===== src/rtl/vrp_pkg.sv =====
package vrp_pkg;
  typedef enum logic [1:0] {
    ACC_IDLE  = 2'd0,
    ACC_READ  = 2'd1,
    ACC_WRITE = 2'd2
  } acc_t;

  localparam logic [1:0] OP_CTRL  = 2'd0;
  localparam logic [1:0] OP_WDATA = 2'd1;
  localparam logic [1:0] OP_RDATA = 2'd2;
endpackage


===== src/rtl/vrp_slot_gate.sv =====
// Tracks the earliest column at which a queued transfer may use a slot.
module vrp_slot_gate #(
  parameter int COL_W = 11,
  parameter int LAT   = 16
) (
  input  logic             clk,
  input  logic             rst_n,
  input  logic [COL_W-1:0] col,
  input  logic             touch,
  input  logic             slot_valid,
  input  logic             pending,
  output logic             fire
);
  localparam int MW = COL_W + 1;   // room for a column plus latency past line end

  logic [MW-1:0] min_q;

  always_ff @(posedge clk or negedge rst_n) begin
    if (!rst_n)           min_q <= '0;
    else if (touch)       min_q <= {1'b0, col} + MW'(LAT);
    else if (col == '0)   min_q <= '0;
  end

  assign fire = pending && slot_valid && ({1'b0, col} >= min_q);
endmodule


===== src/rtl/vrp_addr_map.sv =====
// Bank-interleave rotation followed by masking to the installed size.
module vrp_addr_map #(
  parameter int ADDR_W = 17,
  parameter int MEM_AW = 17
) (
  input  logic [ADDR_W-1:0] ptr,
  input  logic              wide,
  output logic [ADDR_W-1:0] addr
);
  localparam logic [ADDR_W-1:0] MASK = ADDR_W'((64'd1 << MEM_AW) - 64'd1);

  logic [ADDR_W-1:0] rot;

  always_comb begin
    rot  = wide ? {ptr[0], ptr[ADDR_W-1:1]} : ptr;
    addr = rot & MASK;
  end
endmodule


===== src/rtl/vram_access_port.sv =====
module vram_access_port #(
  parameter int ADDR_W = 17,
  parameter int MEM_AW = 17,
  parameter int COL_W  = 11,
  parameter int LAT    = 16
) (
  input  logic              clk,
  input  logic              rst_n,
  input  logic              req_valid,
  output logic              req_ready,
  input  logic [1:0]        req_op,
  input  logic [7:0]        req_data,
  output logic [7:0]        rd_data,
  input  logic              wide_mode,
  input  logic [COL_W-1:0]  line_col,
  input  logic              slot_valid,
  output logic              mem_en,
  output logic              mem_we,
  output logic [ADDR_W-1:0] mem_addr,
  output logic [7:0]        mem_wdata,
  input  logic [7:0]        mem_rdata
);
  import vrp_pkg::*;

  logic              phase_q;   // 1: next control byte is the second
  logic [7:0]        low_q;
  logic [7:0]        buf_q;
  logic [ADDR_W-1:0] ptr_q;
  acc_t              acc_q;
  logic              hs;
  logic              fire;

  assign req_ready = (acc_q == ACC_IDLE);
  assign hs        = req_valid && req_ready;

  vrp_slot_gate #(.COL_W(COL_W), .LAT(LAT)) u_gate (
    .clk        (clk),
    .rst_n      (rst_n),
    .col        (line_col),
    .touch      (hs),
    .slot_valid (slot_valid),
    .pending    (acc_q != ACC_IDLE),
    .fire       (fire)
  );

  vrp_addr_map #(.ADDR_W(ADDR_W), .MEM_AW(MEM_AW)) u_map (
    .ptr  (ptr_q),
    .wide (wide_mode),
    .addr (mem_addr)
  );

  always_ff @(posedge clk or negedge rst_n) begin
    if (!rst_n) begin
      phase_q <= 1'b0;
      low_q   <= '0;
      buf_q   <= '0;
      ptr_q   <= '0;
      acc_q   <= ACC_IDLE;
    end else if (hs) begin
      unique case (req_op)
        OP_CTRL: begin
          if (!phase_q) begin
            low_q   <= req_data;
            phase_q <= 1'b1;
          end else begin
            phase_q <= 1'b0;
            ptr_q   <= ADDR_W'({req_data[5:0], low_q});
            acc_q   <= req_data[6] ? ACC_IDLE : ACC_READ;
          end
        end
        OP_WDATA: begin
          buf_q   <= req_data;
          acc_q   <= ACC_WRITE;
          phase_q <= 1'b0;
        end
        OP_RDATA: begin
          acc_q   <= ACC_READ;
          phase_q <= 1'b0;
        end
        default: ;
      endcase
    end else if (fire) begin
      if (acc_q == ACC_READ) buf_q <= mem_rdata;
      ptr_q <= ptr_q + ADDR_W'(1);
      acc_q <= ACC_IDLE;
    end
  end

  assign mem_en    = fire;
  assign mem_we    = fire && (acc_q == ACC_WRITE);
  assign mem_wdata = buf_q;
  assign rd_data   = buf_q;
endmodule


===== config.mk =====
export PLATFORM = sky130hd
export DESIGN_NAME = vram_access_port
export DESIGN_NICKNAME = d
export VERILOG_FILES = /design/src/rtl/vrp_pkg.sv /design/src/rtl/vrp_slot_gate.sv /design/src/rtl/vrp_addr_map.sv /design/src/rtl/vram_access_port.sv
export SDC_FILE = /design/constraint.sdc
export NUM_CORES = 1
export LEC_CHECK = 0
export BUFFER_PORTS_ARGS = -buffer_cell sky130_fd_sc_hd__buf_4
export CORE_MARGIN = 4
export CORE_UTILIZATION = 48
export CTS_CLUSTER_SIZE = 20
export DETAILED_ROUTE_END_ITERATION = 12
export PLACE_DENSITY = 0.72
export REMOVE_ABC_BUFFERS = 1
export SLEW_MARGIN = 10
export SYNTH_ARGS = -nofsm -noshare
export SYNTH_HDL_FRONTEND = slang
export SYNTH_SLANG_ARGS = --single-unit

===== constraint.sdc =====
create_clock -name clk -period 3 [get_ports clk]
set_clock_uncertainty 0.05 [all_clocks]
set_input_delay 0.15 -clock clk [delete_from_list [all_inputs] [get_ports clk]]
set_output_delay 0.15 -clock clk [all_outputs]
set_load 0.01 [all_outputs]

### Word level (Yosys, flattened, before mapping)

Cells that the tools add are included.

| word-level totals | value |
|---|---|
| input port bits | 34 |
| output and inout bits | 36 |
| register bits | 48 |
| word-level logic and storage cells | 55 |

| cells by class | value |
|---|---|
| equal/unequal tests | 9 |
| bitwise gates (word level) | 1 |
| mux-type cells | 18 |
| $add $sub $neg | 2 |
| $lt $le $gt $ge | 1 |
| reductions and logical operators | 18 |

Operators with widths:

| kind | count |
|---|---|
| 17-bit two-way mux | 5 |
| 8-bit two-way mux | 4 |
| 12-bit two-way mux | 2 |
| 17-bit by 1-bit adder with 17-bit output, second input constant | 1 |
| 11-bit by 5-bit adder with 12-bit output, second input constant | 1 |
| 11-bit by 12-bit greater-or-equal comparator with 1-bit output | 1 |
| 3-bit AND reduction | 4 |
| 11-bit logical NOT | 1 |
| 2-bit nonzero test | 5 |
| 2-bit two-way mux | 3 |
| 2-bit one-hot mux with 3 select lines | 1 |
| 2-bit by 1-bit equality test with 1-bit output, second input constant | 2 |
| 2-bit equality test, second input constant | 2 |
| 1-bit logical AND | 4 |
| 2-bit logical NOT | 2 |
| 2-bit by 1-bit != test with 1-bit output, second input constant | 2 |
| 4-bit by 1-bit != test with 1-bit output, second input constant | 1 |
| 3-bit != test, second input constant | 1 |
| 1-bit two-way mux | 2 |
| 2-bit != test, second input constant | 1 |
| 1-bit one-hot mux with 2 select lines | 1 |
| 2-bit AND reduction | 1 |
| 2-bit OR reduction | 1 |
| 1-bit NOT | 1 |

### Depth between registers and ports, before layout

Gate-level depths: netlist (run 1).

| logic depth | value |
|---|---|
| word-level depth | 5 |
| mapped depth | 10 |
| mapped depth without buffers | 8 |

### Hierarchy

A second synthesis (run 1) with hierarchy kept.

| second synthesis, totals | value |
|---|---|
| cell total of the unflattened synthesis | 332 |
| area, all modules | 3101.7 um2 |

By module, submodules not included:

| module | area each (um2) | seq. area each (um2) | cells each | instances |
|---|---|---|---|---|
| vram_access_port | 2004.4 | 900.9 | 218 | 1 |
| vrp_slot_gate | 837.1 | 300.3 | 95 | 1 |
| vrp_addr_map | 260.2 | 0.0 | 19 | 1 |

### Worst setup path before layout (run 1)

No wires, ideal clock.

| path | value |
|---|---|
| kind | register to register |
| from | register u_gate.min_q[10] |
| to | register ptr_q[12] |
| path buffers | 2 |
| arrival time | 2217 ps |
| clock period less this slack | 2394 ps |
| library setup time | 127 ps |
| setup slack | 606 ps |
| data required time | 2823 ps |
| stages on the path, launching flop included | 10 |
| cell sequence | dfrtp_1 inv_1 ha_1 nand4b_4 or4_4 and2_1 buf_6 o21ai_4 buf_6 mux2_1 |

| between the ends | value |
|---|---|
| word-level cells in the longest chain between the ends | 4 |

RTL lines:

| item | line | text |
|---|---|---|
| from (decl) | vrp_slot_gate.sv:16 | `logic [MW-1:0] min_q;` |
| from (signal assigned) | vrp_slot_gate.sv:20 | `else if (touch) min_q <= {1'b0, col} + MW'(LAT);` |
| 11-bit by 12-bit greater-or-equal comparator with 1-bit output | vrp_slot_gate.sv:24 | `assign fire = pending && slot_valid && ({1'b0, col} >= min_q);` |
| 1-bit logical AND | vrp_slot_gate.sv:24 |  |
| 2-bit nonzero test (no line) | -- |  |
| 3-bit AND reduction (no line) | -- |  |
| to (signal assigned) | vram_access_port.sv:67 | `ptr_q <= ADDR_W'({req_data[5:0], low_q});` |
| to (signal assigned) | vram_access_port.sv:84 | `ptr_q <= ptr_q + ADDR_W'(1);` |
| to (decl) | vram_access_port.sv:28 | `logic [ADDR_W-1:0] ptr_q;` |

No other way between the ends.
A chain may end at the register's enable or synchronous reset.

### Worst setup path after layout (run 1)

| path | value |
|---|---|
| from | register u_gate.min_q[10] |
| to | output mem_we |

| between the ends | value |
|---|---|
| word-level cells in the longest chain between the ends | 3 |

RTL lines:

| item | line | text |
|---|---|---|
| 11-bit by 12-bit greater-or-equal comparator with 1-bit output | vrp_slot_gate.sv:24 |  |
| 1-bit logical AND | vrp_slot_gate.sv:24 |  |
| 1-bit logical AND | vram_access_port.sv:90 | `assign mem_we = fire && (acc_q == ACC_WRITE);` |
| to (decl) | vram_access_port.sv:18 | `output logic mem_we,` |

No other way between the ends.

==> Implementation_results.wiki, run 1 <==
{| class="wikitable"
! Metric !! Value
|-
| Syn-to-layout area delta || 20.6%
|-
| Layout filler cell count || 571
|-
| Final Hold Vio Count || 0
|-
| Cells after synthesis || 318
|-
| Worst hold slack || 0.0296 ns
|-
| Final clock period utilization by the worst path || 89.9%
|-
| Post-cts repair resize count || 0
|-
| Yosys cell types || 51
|-
| Synthesized cell area || 3100 sq um
|-
| Fraction of registers with async set or reset after synthesis || 100%
|-
| Average cell area after synthesis || 9.76 sq um
|-
| Slew Viols, Final || 0
|-
| Starting DRC count in detailed routing || 232
|-
| Area enclosed by the die boundary || 7820 sq um
|-
| Area share of the largest cell type after synthesis || 38.7%
|-
| Remaining global-route overflow || 0
|-
| Critical Path, Cell by Cell || inv_1 > ha_1 > nand4b_4 > or4_4 > nand2_1 > nand2_1 > nor3b_1 > buf_4
|-
| Largest net degree at the start of global routing || 49
|-
| Max Root-Sink Buffers || 2
|-
| Primary flip-flop cell chosen by synthesis mapping || dfrtp_1
|-
| Status || finished clean
|-
| Number of global-route vias before repair || 2474
|-
| Ports placed on the boundary || 70
|-
| Via count || 2617
|-
| Later-pin clock latency in the skew report || 0.31 ns
|-
| Synth top area cells || dfrtp_1 39%, mux2_2 9.1%, ha_1 7.7%
|-
| Area after detailed placement || 3620 sq um
|-
| Core Region || 6310 sq um
|-
| Hold-critical path depth || 2
|-
| Clock-pin slew reported for the worst setup and hold paths after clock tree synthesis || 0.10 ns
|-
| Post-Route Setup TNS || 0 ns
|-
| Total Routed Length || 7420 um
|-
| Register cell area after layout || 1200 sq um
|-
| Final core area utilization || 59.3%
|-
| DP HPWL || 5550 um
|-
| CTS Hold Buffers Added || 1
|-
| Worst min-delay path class || in2reg
|-
| Slowest cell on the critical path || or4_4
|-
| Area of the multi-input gates || 1700 sq um
|-
| Global-route wire length before repair || 12200 um
|-
| Critical path data required time || 2.80 ns
|-
| Arrival time reported for the critical path endpoint || 2.50 ns
|-
| Total of warnings raised by yosys || 0
|-
| Most Frequent Cell on Critical Path || nand2_1
|-
| Maxcap violations || 0
|-
| Pre-antenna DRT Iters || 4
|-
| Upper clock frequency limit || 371 MHz
|-
| Antenna cells || 0
|-
| Total DRC errors in the routed layout || 0
|-
| CTS tree || done
|-
| Number of buffers inserted by post-CTS setup repair || 0
|-
| CP Max Fanout || 7
|-
| Fraction of the yosys area taken by sequential cells || 38.7%
|-
| Number of I/O port buffers || 69
|-
| Critical path class || reg2out
|-
| Starting density of the core || 49.2%
|-
| Initial antenna violation count || 0
|-
| Total Routing Usage GR || 19.9%
|-
| Placer's final routability congestion estimate || 0.843
|-
| Proportion of layout cells with a drive suffix above 1 || 29.9%
|-
| Power per cell area || 924 nW/um^2
|-
| RSZ-0062 raised after global routing || no
|-
| Leakage power figure || 1.78 nW
|-
| Horizontal die dimension || 88.4 um
|-
| Delay contributed by the slowest stage of the critical path || 0.56 ns
|-
| Sinks on Clock Net || 48
|-
| Post-detailed-route count of antenna-violating nets || 0
|-
| Master cell of the clock root buffer || clkbuf_8
|-
| Count of flip-flops with a built-in enable after synthesis || 0
|-
| Vias per std cell || 5.75
|-
| Total number of placement rows || 29
|-
| Slew of the pin with the lowest slew margin || 0.613 ns
|-
| Setup violators final || 0
|-
| Final net count || 430
|-
| Number of synthesized register bits || 48
|-
| Minimum period implied by the final worst setup slack || 2.70 ns
|-
| Highest ir drop seen on vdd || 0.541 mV
|-
| Die height || 88.4 um
|-
| Post-route cell area || 3740 sq um
|-
| Crit. End Element || primary output
|-
| Top cell type by total area after synthesis || dfrtp_1
|-
| H-tree Lvls || 2
|-
| Sort of element at the start of the critical path || flop
|-
| Depth of the worst register-to-register path || 7
|-
| Average wire per standard cell || 16.3 um
|-
| Worst slew margin relative to its limit || 59.1%
|-
| Number of buffers created by CTS || 5
|}
through the flow:
| stage | worst slack [ns] | total power [mW] | std cells |
|---|---|---|---|
| 6_report | 0.303 | 3.46 | 455 |
| 5_1_grt | 0.129 | 3.76 | 455 |
| 4_1_cts | 0.287 | 3.48 | 455 |
| 3_5_place_dp | 0.440 | 2.99 | 446 |
| 3_3_place_gp | 0.480 | 2.94 | 446 |
| 2_1_floorplan | 0.600 | 2.25 | 295 |
cell type report:
cell class / count / area share, %
timing repair buffer: 75 / 15.1
tap: 77 / 2.57
inverter: 17 / 1.71
sequential: 48 / 32.1
multi-input combinational: 230 / 45.4
clock buffer: 5 / 1.84
clock inverter: 3 / 1.24
power by group:
part           leakage (nW)  internal, mW  switching, mW
Combinational          1.14         0.860          0.871
Clock                0.0548         0.251          0.234
Sequential            0.587         0.944          0.300
Total                  1.78          2.05           1.40
final timing paths:
kind | endpoint | slack, ns | start
max reg2reg | ptr_q[1]$_DFFE_PN0P_ | 0.43 | u_gate.min_q[10]$_DFFE_PN0P_
max in group asynchronous | u_gate.min_q[4]$_DFFE_PN0P_ | 2.14 | rst_n
min reg2reg | u_gate.min_q[4]$_DFFE_PN0P_ | 0.44 | u_gate.min_q[4]$_DFFE_PN0P_
min in group asynchronous | mem_wdata[4]$_DFFE_PN0P_ | 0.34 | rst_n
min | low_q[7]$_DFFE_PN0P_ | 0.03 | req_data[7]
max | mem_we | 0.30 | u_gate.min_q[10]$_DFFE_PN0P_
sequential cells by signal, indices dropped and copies added, names as in the netlist:
signal and flops:
low_q 8, mem_wdata 8, phase_q 1, u_gate.min_q 12, ptr_q 17, acc_q 2
worst max-delay path, delay by kind of cell, from the launching register on:
kind	cells	cell delay, ns
buffers and inverters	2	0.21
and+or+nand+nor	5	1.31
adders and majority gates	1	0.33
DFF	1	0.35
cell families after synthesis:
kind of cell	count (synthesis)	share of synthesized area (%)
compound gates	81	18.8
xor+xnor	5	1.41
fa+ha+maj	19	7.66
buf+inv	40	6.53
flops	48	38.7
mux	32	11.6
simple gates	93	15.3
Yosys cell counts, types with 3 or more instances:
cell type	n
dfrtp_1	48
nand2_1	28
mux2_2	25
nor2_1	21
ha_1	19
inv_1	17
a22o_1	15
o21ai_0	15
nand3_1	11
a21oi_1	10
a21o_1	8
buf_4	8
nor3_1	7
a211oi_1	6
buf_2	6
mux2_1	6
and3_1	5
clkbuf_1	5
a31oi_1	4
a311oi_1	3
a41oi_1	3
nand4_1	3
o22ai_1	3
xor2_1	3
placed cells by master, fill, tap and decap left out, drive strengths merged, types with 3 or more instances in the layout:
cell / n
or4: 3
mux2: 31
a21o: 8
dfrtp: 48
inv: 18
o21ai: 16
a211oi: 6
nor3: 8
and3: 5
clkbuf: 5
nand3: 11
xor2: 3
a21oi: 11
o22ai: 3
a22o: 15
nand2: 29
buf: 74
a41oi: 3
a311oi: 3
ha: 19
nand4: 3
a31oi: 4
nor2: 21
routing by layer:
metal	part of all wire, %	track usage, %	up-vias	wire length (um)
li1	-	-	1279	-
met1	44	28.3	1231	3290
met2	46	30.9	100	3380
met3	8.8	3.91	7	652
met4	1.3	5.91	0	97
met5	0	0	-	0
Note: power is estimated with default switching activity, not from simulation.
==> inputs of run 2 (changes only) <==
- BUFFER_PORTS_ARGS: -buffer_cell sky130_fd_sc_hd__buf_4 -> not set
- DONT_BUFFER_PORTS: not set -> 1
- PLACE_DENSITY: 0.72 -> not set
==> run 2 against run 1 <==
  * The run now ends with negative hold slack left
  * Power is 9.5% lower
  * Register-to-register slack got worse by 0.02 ns
  * Final cell count shrank 11%
  * Clock-buffer cell count did not move
  * Sequential share of layout area up 2.8 points
  * Largest cell class unchanged
  * Via count fell by 6.4%
  * Fmax increased by 0.47%
  * Non-clock buffer count down 49
  * Sequential power rose by 4%
  * Critical path depth shrank 1
  * Routed wire length increased by 1.9%
  * Final area is 8.1% lower
==> Implementation_results.wiki, run 2 (synthesized netlist as in run 1, its figures left out) <==
{| class="wikitable"
! Metric !! Value
|-
| Average wire per standard cell || 18.6 um
|-
| Post-detailed-route count of antenna-violating nets || 0
|-
| CTS tree || done
|-
| Post-cts repair resize count || 0
|-
| Critical path data required time || 2.80 ns
|-
| Flip-flop count of the largest register, all copies and words added || 17
|-
| Via count || 2450
|-
| Slew of the pin with the lowest slew margin || 0.649 ns
|-
| H-tree Lvls || 2
|-
| Minimum period implied by the final worst setup slack || 2.68 ns
|-
| Final net count || 381
|-
| Arrival time reported for the critical path endpoint || 2.48 ns
|-
| Ports placed on the boundary || 70
|-
| Largest register by flop count || ptr_q
|-
| Fin worst setup slack || 0.315 ns
|-
| Most common cell after layout, fill and taps aside || dfrtp_1
|-
| Critical path class || reg2out
|-
| Initial antenna violation count || 0
|-
| Violations in the final reports || negative hold slack
|-
| Clock-pin slew reported for the worst setup and hold paths after clock tree synthesis || 0.10 ns
|-
| Setup slack after placement || 0.398 ns
|-
| Largest net degree at the start of global routing || 49
|-
| Largest registers || ptr_q x17, u_gate.min_q x12
|-
| Setup violators final || 0
|-
| Worst min-delay path class || in2reg
|-
| Maxcap violations || 0
|-
| Upper clock frequency limit || 373 MHz
|-
| Slew Viols, Final || 0
|-
| Leakage power figure || 1.53 nW
|-
| Starting density of the core || 49.2%
|-
| Number of buffers inserted by post-CTS setup repair || 0
|-
| Placer's final routability congestion estimate || 0.767
|-
| Starting DRC count in detailed routing || 116
|-
| Total Routed Length || 7560 um
|-
| Total DRC errors in the routed layout || 0
|-
| Master cell of the clock root buffer || clkbuf_8
|-
| Global-route wire length before repair || 12500 um
|-
| Post-Route Setup TNS || 0 ns
|-
| Final core area utilization || 54.5%
|-
| Max Root-Sink Buffers || 2
|-
| Core Region || 6310 sq um
|-
| Sinks on Clock Net || 48
|-
| RSZ-0062 raised after global routing || no
|-
| Remaining global-route overflow || 0
|-
| CP Max Fanout || 7
|-
| Total number of placement rows || 29
|-
| Total Routing Usage GR || 20.4%
|-
| Crit. End Element || primary output
|-
| Vias per std cell || 6.03
|-
| Depth of the worst register-to-register path || 7
|-
| DP HPWL || 5260 um
|-
| Number of buffers created by CTS || 5
|-
| Status || finished, violations left
|-
| Hold-critical path depth || 2
|-
| Worst hold slack || -0.000153 ns
|-
| Final Hold Vio Count || 1
|-
| Area enclosed by the die boundary || 7820 sq um
|-
| Syn-to-layout area delta || 10.8%
|-
| Final clock period utilization by the worst path || 89.5%
|-
| Later-pin clock latency in the skew report || 0.31 ns
|-
| Number of I/O port buffers || 0
|-
| Horizontal die dimension || 88.4 um
|-
| Power per cell area || 910 nW/um^2
|-
| Proportion of layout cells with a drive suffix above 1 || 14.0%
|-
| Worst slew margin relative to its limit || 56.2%
|-
| Pre-antenna DRT Iters || 4
|-
| Antenna cells || 0
|-
| Sort of element at the start of the critical path || flop
|-
| Die height || 88.4 um
|-
| Highest-count cells in the layout ignoring fill and taps || 48 x dfrtp_1, 28 x nand2_1, 25 x mux2_2
|-
| Number of global-route vias before repair || 2432
|-
| Highest ir drop seen on vdd || 0.605 mV
|-
| CTS Hold Buffers Added || 20
|}
==> run 2: changes by cell type in the layout (fill, tap and decap cells not counted), sizes merged <==
cell,delta
buf,-67
dlygate4sd3,+18
==> run 2: final timing paths <==
check | slack (ns) | endpoint | startpoint
worst max-delay path | 0.32 | mem_we | u_gate.min_q[10]$_DFFE_PN0P_
worst min-delay path | -0.0002 | mem_wdata[0]$_DFFE_PN0P_ | mem_rdata[0]
worst max register to register | 0.41 | ptr_q[1]$_DFFE_PN0P_ | u_gate.min_q[10]$_DFFE_PN0P_
worst min register to register | 0.44 | u_gate.min_q[10]$_DFFE_PN0P_ | u_gate.min_q[10]$_DFFE_PN0P_
max in group asynchronous | 2.34 | acc_q[1]$_DFFE_PN0P_ | rst_n
min in group asynchronous | 0.33 | ptr_q[6]$_DFFE_PN0P_ | rst_n
==> run 2: stage by stage <==
stage               instance area [sq um]  instances  power, mW
floorplan                            2970        295       2.25
global placement                     3110        378       2.59
detailed placement                   3110        378       2.62
CTS                                  3440        406       3.15
global route                         3440        406       3.41
finish                               3440        406       3.13
==> run 2: power by group <==
part           internal [mW]  switching [mW]
registers              0.943           0.351
logic                  0.602           0.741
clock network          0.251           0.242
==> run 2: critical path, stage by stage (launching register included) <==
cell and delay [ns]:
dfrtp_1 0.36, inv_1 0.05, ha_1 0.33, nand4b_4 0.13
or4_4 0.56, nand2_1 0.25, nand2_1 0.14, nor3b_1 0.37
==> run 2: layer usage <==
layer  wire length [um]  track usage [%]  up-vias
met4                 61             4.12        0
met1               3570             29.0     1179
li1                   -                -     1180
met2               3300             32.0       84
met3                630             4.93        7
met5                  0                0        -
==> run 2: final cells by class <==
class	count	area [sq um]
fill	590	2870
multi-input combinational	230	1700
sequential	48	1200
timing repair buffer	26	263
tap	77	96.3
clock buffer	5	68.8
inverter	17	63.8
clock inverter	3	46.3
==> inputs of run 3 (changes only) <==
- REMOVE_ABC_BUFFERS: 1 -> not set
==> run 3 against run 2 <==
  * The flow now finishes without violations
  * Fmax fell by 0.56%
  * Register-to-register slack barely moved
  * Worst hold slack improved by 0.0025 ns
  * Sequential power barely moved
  * Critical path depth did not move
  * Routed wire length rose by 0.20%
  * Combinational power barely moved
  * Clock power barely moved
  * Utilization rose by 0.24 points
  * First-iteration DRC count rose by 59%
  * Clock-buffer cell count did not move
==> Implementation_results.wiki, run 3 (synthesized netlist as in run 1, its figures left out) <==
{| class="wikitable"
! Metric !! Value
|-
| Via count || 2491
|-
| Sort of element at the start of the critical path || flop
|-
| Global-route wire length before repair || 12200 um
|-
| Vias per std cell || 6.11
|-
| Post-cts repair resize count || 0
|-
| Most common cell after layout, fill and taps aside || dfrtp_1
|-
| Largest net degree at the start of global routing || 49
|-
| Later-pin clock latency in the skew report || 0.30 ns
|-
| Proportion of layout cells with a drive suffix above 1 || 14.5%
|-
| Slew of the pin with the lowest slew margin || 0.497 ns
|-
| Total DRC errors in the routed layout || 0
|-
| Synthesized netlist net count || 371
|-
| Ports placed on the boundary || 70
|-
| Source of the critical timing path || u_gate.min_q[9]$_DFFE_PN0P_
|-
| Number of I/O port buffers || 0
|-
| Post-detailed-route count of antenna-violating nets || 0
|-
| Total Routed Length || 7570 um
|-
| Clock-pin slew reported for the worst setup and hold paths after clock tree synthesis || 0.10 ns
|-
| Number of buffers created by CTS || 5
|-
| Master cell of the clock root buffer || clkbuf_8
|-
| Average wire per standard cell || 18.6 um
|-
| Maxcap violations || 0
|-
| Setup violators final || 0
|-
| Syn-to-layout area delta || 11.3%
|-
| Total number of placement rows || 29
|-
| Starting density of the core || 49.2%
|-
| Pre-antenna DRT Iters || 4
|-
| Horizontal die dimension || 88.4 um
|-
| Upper clock frequency limit || 370 MHz
|-
| Number of buffers inserted by post-CTS setup repair || 0
|-
| Critical path data required time || 2.80 ns
|-
| Power per cell area || 914 nW/um^2
|-
| Startpoint of the worst hold path || req_data[4]
|-
| Die height || 88.4 um
|-
| Critical path class || reg2out
|-
| Starting DRC count in detailed routing || 185
|-
| Worst reg2reg path startpoint || u_gate.min_q[9]$_DFFE_PN0P_
|-
| Worst slew margin relative to its limit || 66.0%
|-
| Largest registers || ptr_q x17, u_gate.min_q x12
|-
| Placer's final routability congestion estimate || 0.830
|-
| Post-Route Setup TNS || 0 ns
|-
| Crit. End Element || primary output
|-
| CTS tree || done
|-
| Non-filler instance count after layout || 408
|-
| Cell Count Post-Placement || 380
|-
| Final net count || 383
|-
| RSZ-0062 raised after global routing || no
|-
| Final clock period utilization by the worst path || 90.0%
|-
| Number of global-route vias before repair || 2400
|-
| Status || finished clean
|-
| Highest-count cells in the layout ignoring fill and taps || 48 x dfrtp_1, 28 x nand2_1, 25 x mux2_2
|-
| Leakage power figure || 1.54 nW
|-
| Sinks on Clock Net || 48
|-
| Minimum period implied by the final worst setup slack || 2.70 ns
|-
| Slew Viols, Final || 0
|-
| Total Routing Usage GR || 20.0%
|-
| CTS Hold Buffers Added || 20
|-
| Highest ir drop seen on vdd || 0.416 mV
|-
| Core Region || 6310 sq um
|-
| CP Max Fanout || 7
|-
| Remaining global-route overflow || 0
|-
| Flip-flop count of the largest register, all copies and words added || 17
|-
| Area enclosed by the die boundary || 7820 sq um
|-
| Antenna cells || 0
|-
| H-tree Lvls || 2
|-
| Initial antenna violation count || 0
|-
| Max Root-Sink Buffers || 2
|-
| Largest register by flop count || ptr_q
|-
| Worst min-delay path class || in2reg
|-
| DP HPWL || 5360 um
|-
| Arrival time reported for the critical path endpoint || 2.50 ns
|-
| Final Hold Vio Count || 0
|}
[run 3: through the flow]
stage               cell area (sq um)  hold WS (ns)  total power [mW]  util [%]  setup WS [ns]
floorplan                        3100        -0.196              2.40         -          0.606
global placement                 3120        -0.194              2.61      49.4          0.456
detailed placement               3120        -0.194              2.64      49.4          0.427
CTS                              3450      0.000885              3.17      54.7          0.294
global route                     3450      0.000964              3.41      54.7          0.153
finish                           3450       0.00230              3.16      54.7          0.300
[run 3: area by class of cell]
class,count,area [sq um]
clock inverters,3,46.3
inverters,17,63.8
well taps,77,96.3
clock buffers,5,68.8
fillers,583,2860
multi-input cells,230,1700
repair buffers,28,278
flip-flops and latches,48,1200
[run 3: worst max-delay path, stage by stage (launching register included)]
cell and delay [ns]:
dfrtp_1 0.37, inv_1 0.05, ha_1 0.32, nand4b_4 0.12, or4_4 0.56, nand2_1 0.25, nand2_1 0.14, nor3b_1 0.40
[run 3: layer usage]
metal	GRT usage, %	wire, um	vias up
met3	6.42	687	12
met5	0	0	-
met2	31.1	3390	98
met1	26.8	3380	1195
met4	5.77	120	0
li1	-	-	1186
[run 3: final timing paths]
kind	end	slack, ns	cells after the start
min in group asynchronous	mem_wdata[7]$_DFFE_PN0P_	0.29	2
min reg2reg	u_gate.min_q[10]$_DFFE_PN0P_	0.44	2
max	mem_we	0.30	7
max reg2reg	ptr_q[1]$_DFFE_PN0P_	0.41	7
max in group asynchronous	ptr_q[10]$_DFFE_PN0P_	2.38	2
min	mem_wdata[4]$_DFFE_PN0P_	0.002	2
[run 3: report_power, final]
group	total (mW)	switching, mW	internal (mW)
clock network	0.491	0.239	0.252
registers	1.29	0.351	0.943
logic	1.37	0.755	0.616
total	3.16	1.35	1.81
